[config.mk]
export PLATFORM = sky130hd
export DESIGN_NAME = ref_track_ctrl
export DESIGN_NICKNAME = d
export VERILOG_FILES = /design/src/rtl/ref_track_pkg.sv /design/src/rtl/ref_track_meas.sv /design/src/rtl/ref_track_div.sv /design/src/rtl/ref_track_corr.sv /design/src/rtl/ref_track_ctrl.sv
export SDC_FILE = /design/constraint.sdc
export NUM_CORES = 1
export LEC_CHECK = 0
export ABC_AREA = 1
export ABC_CLOCK_PERIOD_IN_PS = 5300
export BUFFER_PORTS_ARGS = -buffer_cell sky130_fd_sc_hd__buf_2
export CAP_MARGIN = 30
export CORE_UTILIZATION = 55
export CTS_CLUSTER_SIZE = 12
export DETAILED_ROUTE_END_ITERATION = 16
export PLACE_DENSITY = 0.73
export SETUP_SLACK_MARGIN = 0.1
export SLEW_MARGIN = 20
export SYNTH_ARGS = -nofsm -noshare
export SYNTH_HDL_FRONTEND = slang
export SYNTH_SLANG_ARGS = --single-unit
[constraint.sdc]
create_clock -name clk -period 5.3 [get_ports clk]
set_input_delay 0.265 -clock clk [delete_from_list [all_inputs] [get_ports clk]]
set_output_delay 0.265 -clock clk [all_outputs]
set_load 0.05 [all_outputs]
[src/rtl/ref_track_pkg.sv]
package ref_track_pkg;

  // Measurement progress of the reference period counter
  typedef enum logic [1:0] {
    ST_IDLE  = 2'd0,  // no reference edge seen yet
    ST_FIRST = 2'd1,  // counting, no valid period known
    ST_TRACK = 2'd2,  // counting, valid period known
    ST_LOST  = 2'd3   // valid period known, running measurement discarded
  } meas_state_e;

endpackage

[src/rtl/ref_track_meas.sv]
module ref_track_meas
  import ref_track_pkg::*;
#(
  parameter int CNT_W = 20
) (
  input  logic             clk,
  input  logic             rst_n,
  input  logic             ref_edge,
  input  logic             gen_out,
  output logic [CNT_W-1:0] period,
  output logic             accept,
  output logic             reject,
  output logic             timeout,
  output logic [CNT_W-1:0] ph_sep,
  output logic             ph_valid
);

  localparam logic [CNT_W-1:0] CNT_MAX = '1;
  localparam logic [CNT_W-1:0] CNT_ONE = CNT_W'(1);

  meas_state_e      state_q, state_d;
  logic [CNT_W-1:0] cnt_q, cnt_d;
  logic [CNT_W-1:0] last_q, last_d;
  logic             last_en;
  logic [CNT_W-1:0] ph_cnt_q, ph_cnt_d;
  logic             ph_arm_q, ph_arm_d;
  logic [CNT_W-1:0] ph_sep_q, ph_sep_d;
  logic             ph_val_q, ph_val_d;
  logic             gen_d_q;

  logic [CNT_W:0]   limit;
  logic [CNT_W-1:0] tol;
  logic [CNT_W-1:0] diff;
  logic             in_tol;
  logic [CNT_W-1:0] cnt_inc;
  logic [CNT_W-1:0] ph_inc;
  logic             gen_fall;

  // window and tolerance derived from last accepted period
  always_comb begin
    limit   = {1'b0, last_q} + {2'b00, last_q[CNT_W-1:1]};
    tol     = {3'b000, last_q[CNT_W-1:3]};
    diff    = (cnt_q >= last_q) ? (cnt_q - last_q) : (last_q - cnt_q);
    in_tol  = (diff <= tol);
    cnt_inc = (cnt_q == CNT_MAX) ? cnt_q : cnt_q + CNT_ONE;
    ph_inc  = (ph_cnt_q == CNT_MAX) ? ph_cnt_q : ph_cnt_q + CNT_ONE;
    gen_fall = gen_d_q & ~gen_out;
  end

  // period measurement next state
  always_comb begin
    state_d = state_q;
    cnt_d   = cnt_q;
    last_d  = cnt_q;
    last_en = 1'b0;
    accept  = 1'b0;
    reject  = 1'b0;
    timeout = 1'b0;
    unique case (state_q)
      ST_IDLE: begin
        if (ref_edge) begin
          state_d = ST_FIRST;
          cnt_d   = CNT_ONE;
        end
      end
      ST_FIRST: begin
        if (ref_edge) begin
          accept  = 1'b1;
          last_en = 1'b1;
          state_d = ST_TRACK;
          cnt_d   = CNT_ONE;
        end else begin
          cnt_d = cnt_inc;
        end
      end
      ST_TRACK: begin
        if (ref_edge) begin
          cnt_d = CNT_ONE;
          if (in_tol) begin
            accept  = 1'b1;
            last_en = 1'b1;
          end else begin
            reject = 1'b1;
          end
        end else if ({1'b0, cnt_q} > limit) begin
          timeout = 1'b1;
          state_d = ST_LOST;
        end else begin
          cnt_d = cnt_inc;
        end
      end
      ST_LOST: begin
        if (ref_edge) begin
          state_d = ST_TRACK;
          cnt_d   = CNT_ONE;
        end
      end
      default: state_d = ST_IDLE;
    endcase
  end

  // phase separation next state
  always_comb begin
    ph_cnt_d = ph_cnt_q;
    ph_arm_d = ph_arm_q;
    ph_sep_d = ph_sep_q;
    ph_val_d = ph_val_q;
    if (ref_edge) begin
      ph_cnt_d = CNT_ONE;
      ph_arm_d = 1'b1;
      ph_val_d = 1'b0;
    end else if (ph_arm_q && gen_fall) begin
      ph_sep_d = ph_cnt_q;
      ph_val_d = 1'b1;
      ph_arm_d = 1'b0;
    end else if (ph_arm_q) begin
      ph_cnt_d = ph_inc;
    end
  end

  always_ff @(posedge clk or negedge rst_n) begin
    if (!rst_n) begin
      state_q  <= ST_IDLE;
      cnt_q    <= '0;
      last_q   <= '0;
      ph_cnt_q <= '0;
      ph_arm_q <= 1'b0;
      ph_sep_q <= '0;
      ph_val_q <= 1'b0;
      gen_d_q  <= 1'b0;
    end else begin
      state_q  <= state_d;
      cnt_q    <= cnt_d;
      if (last_en) begin
        last_q <= last_d;
      end
      ph_cnt_q <= ph_cnt_d;
      ph_arm_q <= ph_arm_d;
      ph_sep_q <= ph_sep_d;
      ph_val_q <= ph_val_d;
      gen_d_q  <= gen_out;
    end
  end

  assign period   = cnt_q;
  assign ph_sep   = ph_sep_q;
  assign ph_valid = ph_val_q;

endmodule

[src/rtl/ref_track_div.sv]
module ref_track_div #(
  parameter int W = 20
) (
  input  logic         clk,
  input  logic         rst_n,
  input  logic         start,
  input  logic [W-1:0] num,
  input  logic [W:0]   den,
  output logic [W-1:0] quot,
  output logic         done
);

  localparam int CW = $clog2(W + 1);
  localparam logic [CW-1:0] STEPS = CW'(W);
  localparam logic [CW-1:0] ONE   = CW'(1);

  logic [W:0]    rem_q, rem_d;
  logic [W-1:0]  q_q, q_d;
  logic [CW-1:0] cnt_q, cnt_d;
  logic          done_q, done_d;
  logic [W:0]    rem_sh;
  logic          fits;

  // one restoring step per cycle, MSB first
  always_comb begin
    rem_sh = {rem_q[W-1:0], q_q[W-1]};
    fits   = (rem_sh >= den);
    rem_d  = rem_q;
    q_d    = q_q;
    cnt_d  = cnt_q;
    done_d = 1'b0;
    if (start) begin
      rem_d = '0;
      q_d   = num;
      cnt_d = STEPS;
    end else if (cnt_q != '0) begin
      rem_d  = fits ? (rem_sh - den) : rem_sh;
      q_d    = {q_q[W-2:0], fits};
      cnt_d  = cnt_q - ONE;
      done_d = (cnt_q == ONE);
    end
  end

  always_ff @(posedge clk or negedge rst_n) begin
    if (!rst_n) begin
      rem_q  <= '0;
      q_q    <= '0;
      cnt_q  <= '0;
      done_q <= 1'b0;
    end else begin
      rem_q  <= rem_d;
      q_q    <= q_d;
      cnt_q  <= cnt_d;
      done_q <= done_d;
    end
  end

  assign quot = q_q;
  assign done = done_q;

endmodule

[src/rtl/ref_track_corr.sv]
module ref_track_corr #(
  parameter int W        = 20,
  parameter int SHIFT    = 6,
  parameter int MAX_STEP = 4
) (
  input  logic                hp,
  input  logic [W-1:0]        hp_val,
  input  logic [W-1:0]        sep,
  input  logic                sep_ok,
  output logic signed [W+1:0] corr
);

  localparam logic signed [W+1:0] STEP_P = (W+2)'(MAX_STEP);
  localparam logic signed [W+1:0] STEP_N = -STEP_P;

  logic signed [W+1:0] err;
  logic signed [W+1:0] damped;

  always_comb begin
    err    = $signed({2'b00, hp_val}) - $signed({2'b00, sep});
    damped = err >>> SHIFT;
    if (!(hp && sep_ok)) begin
      corr = '0;
    end else if (damped > STEP_P) begin
      corr = STEP_P;
    end else if (damped < STEP_N) begin
      corr = STEP_N;
    end else begin
      corr = damped;
    end
  end

endmodule

[src/rtl/ref_track_ctrl.sv]
module ref_track_ctrl #(
  parameter int CNT_W      = 20,
  parameter int RATIO_W    = 8,
  parameter int CORR_SHIFT = 6,
  parameter int MAX_STEP   = 4
) (
  input  logic               clk,
  input  logic               rst_n,
  input  logic               ref_edge,
  input  logic               gen_out,
  input  logic [RATIO_W-1:0] ratio,
  output logic [CNT_W-1:0]   half_period,
  output logic               hp_update,
  output logic               ref_missing,
  output logic               ref_outlier
);

  localparam logic signed [CNT_W+1:0] HP_MIN = (CNT_W+2)'(2);
  localparam logic signed [CNT_W+1:0] HP_MAX = $signed({2'b00, {CNT_W{1'b1}}});
  localparam int PAD_W = CNT_W - RATIO_W;

  logic               rst_meta_q, rst_sync_n;
  logic [CNT_W-1:0]   period;
  logic               accept, reject, timeout;
  logic [CNT_W-1:0]   ph_sep;
  logic               ph_valid;
  logic [CNT_W:0]     den;
  logic [CNT_W-1:0]   quot;
  logic               div_done;
  logic signed [CNT_W+1:0] corr_w;
  logic signed [CNT_W+1:0] corr_q;
  logic signed [CNT_W+1:0] sum;
  logic [CNT_W-1:0]   hp_next;
  logic               hp_valid_q;
  logic               miss_d, outl_d;

  // reset: asserted at once, released on clock
  always_ff @(posedge clk or negedge rst_n) begin
    if (!rst_n) begin
      rst_meta_q <= 1'b0;
      rst_sync_n <= 1'b0;
    end else begin
      rst_meta_q <= 1'b1;
      rst_sync_n <= rst_meta_q;
    end
  end

  ref_track_meas #(.CNT_W(CNT_W)) u_meas (
    .clk      (clk),
    .rst_n    (rst_sync_n),
    .ref_edge (ref_edge),
    .gen_out  (gen_out),
    .period   (period),
    .accept   (accept),
    .reject   (reject),
    .timeout  (timeout),
    .ph_sep   (ph_sep),
    .ph_valid (ph_valid)
  );

  always_comb begin
    if (ratio == '0) begin
      den = (CNT_W+1)'(2);
    end else begin
      den = {{PAD_W{1'b0}}, ratio, 1'b0};
    end
  end

  ref_track_div #(.W(CNT_W)) u_div (
    .clk   (clk),
    .rst_n (rst_sync_n),
    .start (accept),
    .num   (period),
    .den   (den),
    .quot  (quot),
    .done  (div_done)
  );

  ref_track_corr #(
    .W        (CNT_W),
    .SHIFT    (CORR_SHIFT),
    .MAX_STEP (MAX_STEP)
  ) u_corr (
    .hp     (hp_valid_q),
    .hp_val (half_period),
    .sep    (ph_sep),
    .sep_ok (ph_valid),
    .corr   (corr_w)
  );

  // final half-period with floor and saturation
  always_comb begin
    sum = $signed({2'b00, quot}) + corr_q;
    if (sum < HP_MIN) begin
      hp_next = CNT_W'(2);
    end else if (sum > HP_MAX) begin
      hp_next = '1;
    end else begin
      hp_next = sum[CNT_W-1:0];
    end
    miss_d = ref_missing;
    outl_d = ref_outlier;
    if (accept) begin
      miss_d = 1'b0;
      outl_d = 1'b0;
    end else begin
      if (timeout) miss_d = 1'b1;
      if (reject)  outl_d = 1'b1;
    end
  end

  always_ff @(posedge clk or negedge rst_sync_n) begin
    if (!rst_sync_n) begin
      corr_q      <= '0;
      half_period <= '0;
      hp_valid_q  <= 1'b0;
      hp_update   <= 1'b0;
      ref_missing <= 1'b0;
      ref_outlier <= 1'b0;
    end else begin
      if (accept) begin
        corr_q <= corr_w;
      end
      if (div_done) begin
        half_period <= hp_next;
        hp_valid_q  <= 1'b1;
      end
      hp_update   <= div_done;
      ref_missing <= miss_d;
      ref_outlier <= outl_d;
    end
  end

endmodule

* After elaboration in Yosys (flattened, before gate mapping)
Index checks and enable logic that the tools add are counted.
** Storage, ports and cells
- Register bits :: 179
- Output and inout port bits :: 23
- Word-level logic and storage cells :: 119
** Operators by class
- Add/sub/neg operators :: 9
- Magnitude comparators :: 8
- Equality and inequality tests :: 14
- Muxes and demuxes :: 49
- Bitwise gates (word level) :: 3
- Reduce and logical (&&, ||, !) cells :: 16
** Operators by type and width (count)
- 20-bit 2-to-1 mux :: 17
- 22-bit 2-to-1 mux :: 3
- 20-bit one-hot mux with 3 select lines :: 1
- 20-bit by 1-bit adder with 20-bit output (second input constant) :: 2
- 20-bit equality test (second input constant) :: 2
- 20-bit subtractor :: 2
- 21-bit by 22-bit adder with 22-bit output :: 1
- 22-bit by 21-bit > comparator with 1-bit output (second input constant) :: 1
- 22-bit by 3-bit less-than comparator with 1-bit output (second input constant) :: 1
- 20-bit by 19-bit adder with 21-bit output :: 1
- 21-bit by 9-bit >= comparator with 1-bit output :: 1
- 20-bit by 21-bit > comparator with 1-bit output :: 1
- 20-bit by 20-bit subtractor with 21-bit output :: 1
- 20-bit >= comparator :: 1
- 20-bit by 17-bit less-or-equal comparator with 1-bit output :: 1
- 20-bit by 9-bit subtractor with 20-bit output :: 1
- 1-bit 2-to-1 mux :: 19
- 15-bit by 4-bit > comparator with 1-bit output (second input constant) :: 1
- 15-bit by 3-bit less-than comparator with 1-bit output (second input constant) :: 1
- 5-bit 2-to-1 mux :: 2
- 2-bit nonzero test :: 5
- 9-bit 2-to-1 mux :: 1
- 8-bit zero test :: 1
- 2-bit 2-to-1 mux :: 4
- other kinds (18) :: 28

* Depth between registers and ports, before layout
- Word-level depth :: 8
- Depth in mapped cells :: 32
- Gate-level depth less buffers :: 30

* Modules after synthesis
A second synthesis with hierarchy kept.
** Second synthesis, totals
- Cells, all modules :: 2603
- Area total of the unflattened synthesis :: 17175.2 um^2
** Modules (own cells, without submodules)
- ref_track_meas :: instances 1, cells each 1242, area each 8411.8 um^2, sequential area each 2127.0 um^2
- ref_track_div :: instances 1, cells each 537, area each 3651.0 um^2, sequential area each 1151.1 um^2
- ref_track_ctrl :: instances 1, cells each 493, area each 3454.6 um^2, sequential area each 1201.2 um^2
- ref_track_corr :: instances 1, cells each 331, area each 1657.8 um^2, sequential area each 0.0 um^2

* Worst setup path before layout
Ideal clock, no wire load.
- Kind :: register to register
- Start :: register u_meas.cnt_q[0] (netlist: u_meas.period[0])
- End :: register u_div.q_q[12] (netlist: u_div.quot[12])
- Data arrival time :: 3851 ps
- Data required time :: 5175 ps
- Slack :: 1323 ps
- Cell stages (with the launch flop) :: 30
- Buffers on the path :: 3
- Clock period less this slack :: 3977 ps
- Cells stage by stage :: dfrtp_1 -> inv_1 -> ha_1 -> inv_1 -> fa_1 -> nand2_1 -> nand3_1 -> nand2_1 -> nand3_1 -> nand2_1 -> nand2_2 -> inv_2 -> clkbuf_1 -> nor2_1 -> o22ai_1 -> xnor2_1 -> inv_1 -> ha_1 -> nand2_1 -> nor3_1 -> and3_1 -> a21oi_1 -> a21oi_2 -> nand3_2 -> nand2_4 -> nand2_4 -> buf_6 -> buf_6 -> nand3_1 -> nand3_1
** On the way
- Cells in the longest elaborated chain, start to end :: 7
- Elaborated cells on any way between the ends :: 10
** RTL lines
- from (decl) :: line ref_track_meas.sv:22 : logic [CNT_W-1:0] cnt_q, cnt_d;
- from (signal assigned) :: line ref_track_meas.sv:133 : cnt_q <= cnt_d;
- 20-bit subtractor / 20-bit >= comparator (equally long branches) :: line ref_track_meas.sv:43 : diff = (cnt_q >= last_q) ? (cnt_q - last_q) : (last_q - cnt_q);
- 20-bit 2-to-1 mux * :: line ref_track_meas.sv:43
- 20-bit by 17-bit less-or-equal comparator with 1-bit output * :: line ref_track_meas.sv:44 : in_tol = (diff <= tol);
- 1-bit 2-to-1 mux * :: line ref_track_meas.sv:79 : if (in_tol) begin
- 1-bit 2-to-1 mux * :: line ref_track_meas.sv:77 : if (ref_edge) begin
- 1-bit one-hot mux with 2 select lines * :: line ref_track_meas.sv:59 : unique case (state_q)
- 20-bit 2-to-1 mux / 2-bit nonzero test (equally long branches)
- to (signal assigned) :: line ref_track_div.sv:52 : q_q <= q_d;
- to (decl) :: line ref_track_div.sv:18 : logic [W-1:0] q_q, q_d;
Mark *: on every way between the ends. The rest lies on a longest branch, timed or not.
A chain may end at the register's enable or synchronous reset.

* Worst setup path after layout
- Start :: register u_meas.cnt_q[0] (netlist: u_meas.period[0])
- End :: register corr_q[6]
** On the way
- Cells in the longest elaborated chain, start to end :: 6
- Elaborated cells on any way between the ends :: 8
** RTL lines
- 20-bit subtractor / 20-bit >= comparator (equally long branches) :: line ref_track_meas.sv:43
- 20-bit 2-to-1 mux * :: line ref_track_meas.sv:43
- 20-bit by 17-bit less-or-equal comparator with 1-bit output * :: line ref_track_meas.sv:44
- 1-bit 2-to-1 mux * :: line ref_track_meas.sv:79
- 1-bit 2-to-1 mux * :: line ref_track_meas.sv:77
- 1-bit one-hot mux with 2 select lines * :: line ref_track_meas.sv:59
- to (signal assigned) :: line ref_track_ctrl.sv:122 : corr_q <= corr_w;
- to (decl) :: line ref_track_ctrl.sv:31 : logic signed [CNT_W+1:0] corr_q;
Marks and branches as above.

==> metrics.txt <==
Synth area leader dfrtp_1; Synth top area share 0.285; Tmin final 4.90 ns; largest net degree at the start of global routing between 150 and 200; Worst-Skew Late Latency ~0.46 ns; Vias/cell roughly 5.6; I/O Buffers 34; Synth Net Count between 2000 and 2500; met3 Use GR 0.0345; Final Cell Area 16300 um2; Die Y between 150 and 200 um; Synth warnings 0; Mapped Area roughly 15000 um2; Clock Sinks roughly 170; Post-synth EDFFs 0; DR WL/cell around 16 um; Yosys reg bits 172; crit path max fanout 22; max cap viols 0; Final GP Congestion roughly 0.94; initial antenna violation count 0; post-synthesis sequential area ratio 0.285; Crit path arrival time 5.23 ns; vias in the first global route between 10000 and 15000; final wirelength around 42000 um; Hold Crit Class input pin to asynchronous set/reset pin; setup violators final 0; dpl hpwl 33100 um; clk buf depth 2; Worst-Margin Slew 0.956 ns; CTS buffer count 17; most frequent cell after synthesis nand2_1; Post-DRT Antenna Nets 0; NumNets Final between 2000 and 2500; RSZ-0062 raised after global routing no; Setup TNS Final 0 ns; root buffer cell clkbuf_16; Fin. Hold Viols 0; Vias 14600; CTS tree done; ys flop type dfrtp_1; Worst Clk Skew roughly 0.033 ns; Worst Setup Path Type flop to flop; reg2reg path depth 26; global-route wire length before repair just under 70000 um; Avg Cell Area, Syn slightly below 7 um2; Data required, critical path about 5.6 ns; Initial Util 0.560; GR peak layer met2; Yosys cell types between 40 and 50; P&R area growth vs syn 7.93%; Residual DRC 0; Startpoint Class flop; met2 usage 0.499; Post-CTS Repair Setup Buffers 0; non-filler cells, final 2620; layout cells sized above 1 0.0570; FP Rows 60; Die Area between 20000 and 30000 um2; die width 168 um; total gr overflow 0; Post-Synthesis Cells 2245; DR iter-0 viols about 1300; placed cell areas around 16000 um2; overall routing resource usage 0.306; Post-Place Cells between 2000 and 3000; synth top area cells dfrtp_1 (29%), nand2_1 (15%), ha_1 (13%); Pins Over Slew Limit 0; Clk pin slew, worst setup/hold paths 0.09 ns; CP Capture Type flop; fin crit share 0.924; drt pass-1 iters 6; fmax slightly above 200 MHz; htree depth 4; Async S/R FF share, synth 1.00; met1 GRT Util 0.427; n_diodes 0; Core Box Area between 20000 and 30000 um2; status complete, no violations; FF-to-FF setup slack just over 0.4 ns; Slew headroom 0.363; IO Count 35; synth cell count leaders nand2_1 (598), inv_1 (301), nor2_1 (202), dfrtp_1 (172), a21oi_1 (170)
## logic make-up after synthesis
group | share of synthesized area
AO/OA/AOI/OAI | 0.138
other | 0.000248
multiplexers | 0.00265
adder cells (fa/ha/maj) | 0.136
XOR/XNOR | 0.0377
AND/OR/NAND/NOR | 0.303
flip-flops | 0.285
buffers and inverters | 0.0965
## final timing paths
check	endpoint	startpoint
worst max-delay path	corr_q[6]	u_meas.period[0]
worst min-delay path	rst_sync_n	rst_n
worst max register to register	corr_q[6]	u_meas.period[0]
worst min register to register	rst_sync_n	rst_meta_q
max in group asynchronous	u_meas.last_q[10]	rst_sync_n
min in group clk	u_meas.ph_valid	ref_edge
## per-layer routing
layer,vias to the layer above,wire length [um]
met4,0,874
met2,416,19200
li1,7369,-
met3,63,2250
met5,-,0
met1,6755,19900
## sequential cells by signal (all words and copies together) (netlist names), 15 cells and up
name / flops
half_period: 20
u_meas.ph_sep: 20
u_div.quot: 20
u_meas.ph_cnt_q: 20
u_meas.last_q: 20
u_meas.period: 20
u_div.rem_q: 20
corr_q: 15
## stage by stage
step / worst slack (ns) / utilization / hold slack [ns]
final: 0.405 / 0.605 / 0.146
after global routing: 0.117 / 0.605 / 0.147
after CTS: 0.217 / 0.602 / 0.102
after detailed placement: 0.279 / 0.578 / 0.0519
after global placement: 0.434 / 0.578 / 0.0495
after floorplan: 0.152 / - / -0.0306
## critical path, stage by stage (launching register included)
cell and delay [ns]:
dfrtp_1 0.43, inv_1 0.17, ha_1 0.17, inv_1 0.08, fa_1 0.46, nand2_1 0.10
nand3_1 0.11, nand2_1 0.09, nand3_1 0.09, nand2_1 0.13, nand2_4 0.18, inv_2 0.25
nand2_1 0.09, o21ai_0 0.27, xnor2_1 0.15, inv_1 0.05, ha_1 0.28, nand3_1 0.07
nor2_1 0.26, and3_1 0.23, a21oi_1 0.05, a21oi_2 0.14, nand3_2 0.11, nand2_4 0.08
buf_4 0.29, nand3_4 0.21, o21ai_0 0.22
## cell usage in the layout, fill, tap and decap left out, types with 6 or more instances in the layout
cell       count
a211oi_1       7
a21o_1         9
a21oi_1      170
buf_2         34
buf_4         15
clkbuf_16     17
dfrtp_1      171
ha_1         156
inv_1        300
inv_2         10
nand2_1      598
nand3_1      167
nand3b_1       8
nand4_1       32
nor2_1       202
nor2_2         6
nor3_1        43
nor4_1        11
o211ai_1       7
o21a_1         6
o21ai_0      143
o21ai_1       18
o21ai_2        7
xnor2_1       31
xor2_1        34
## repair_timing
action                                 4_1_cts  5_1_grt
gates resized for setup                      0        5
hold buffers                                 2        0
endpoints found under the hold margin        3        0
setup endpoints to repair                    0       72
## final cells by class
class | instances | area, um2
Clock buffer | 17 | 425
Sequential cell | 172 | 4310
Clock inverter | 15 | 201
Fill cell | 2583 | 10700
Timing Repair Buffer | 57 | 414
Inverter | 312 | 1170
Multi-Input combinational cell | 1706 | 9350
Tap cell | 341 | 427
Power is not shown: default switching activity piles up to over one toggle a cycle in this logic, so the estimate is an artifact.
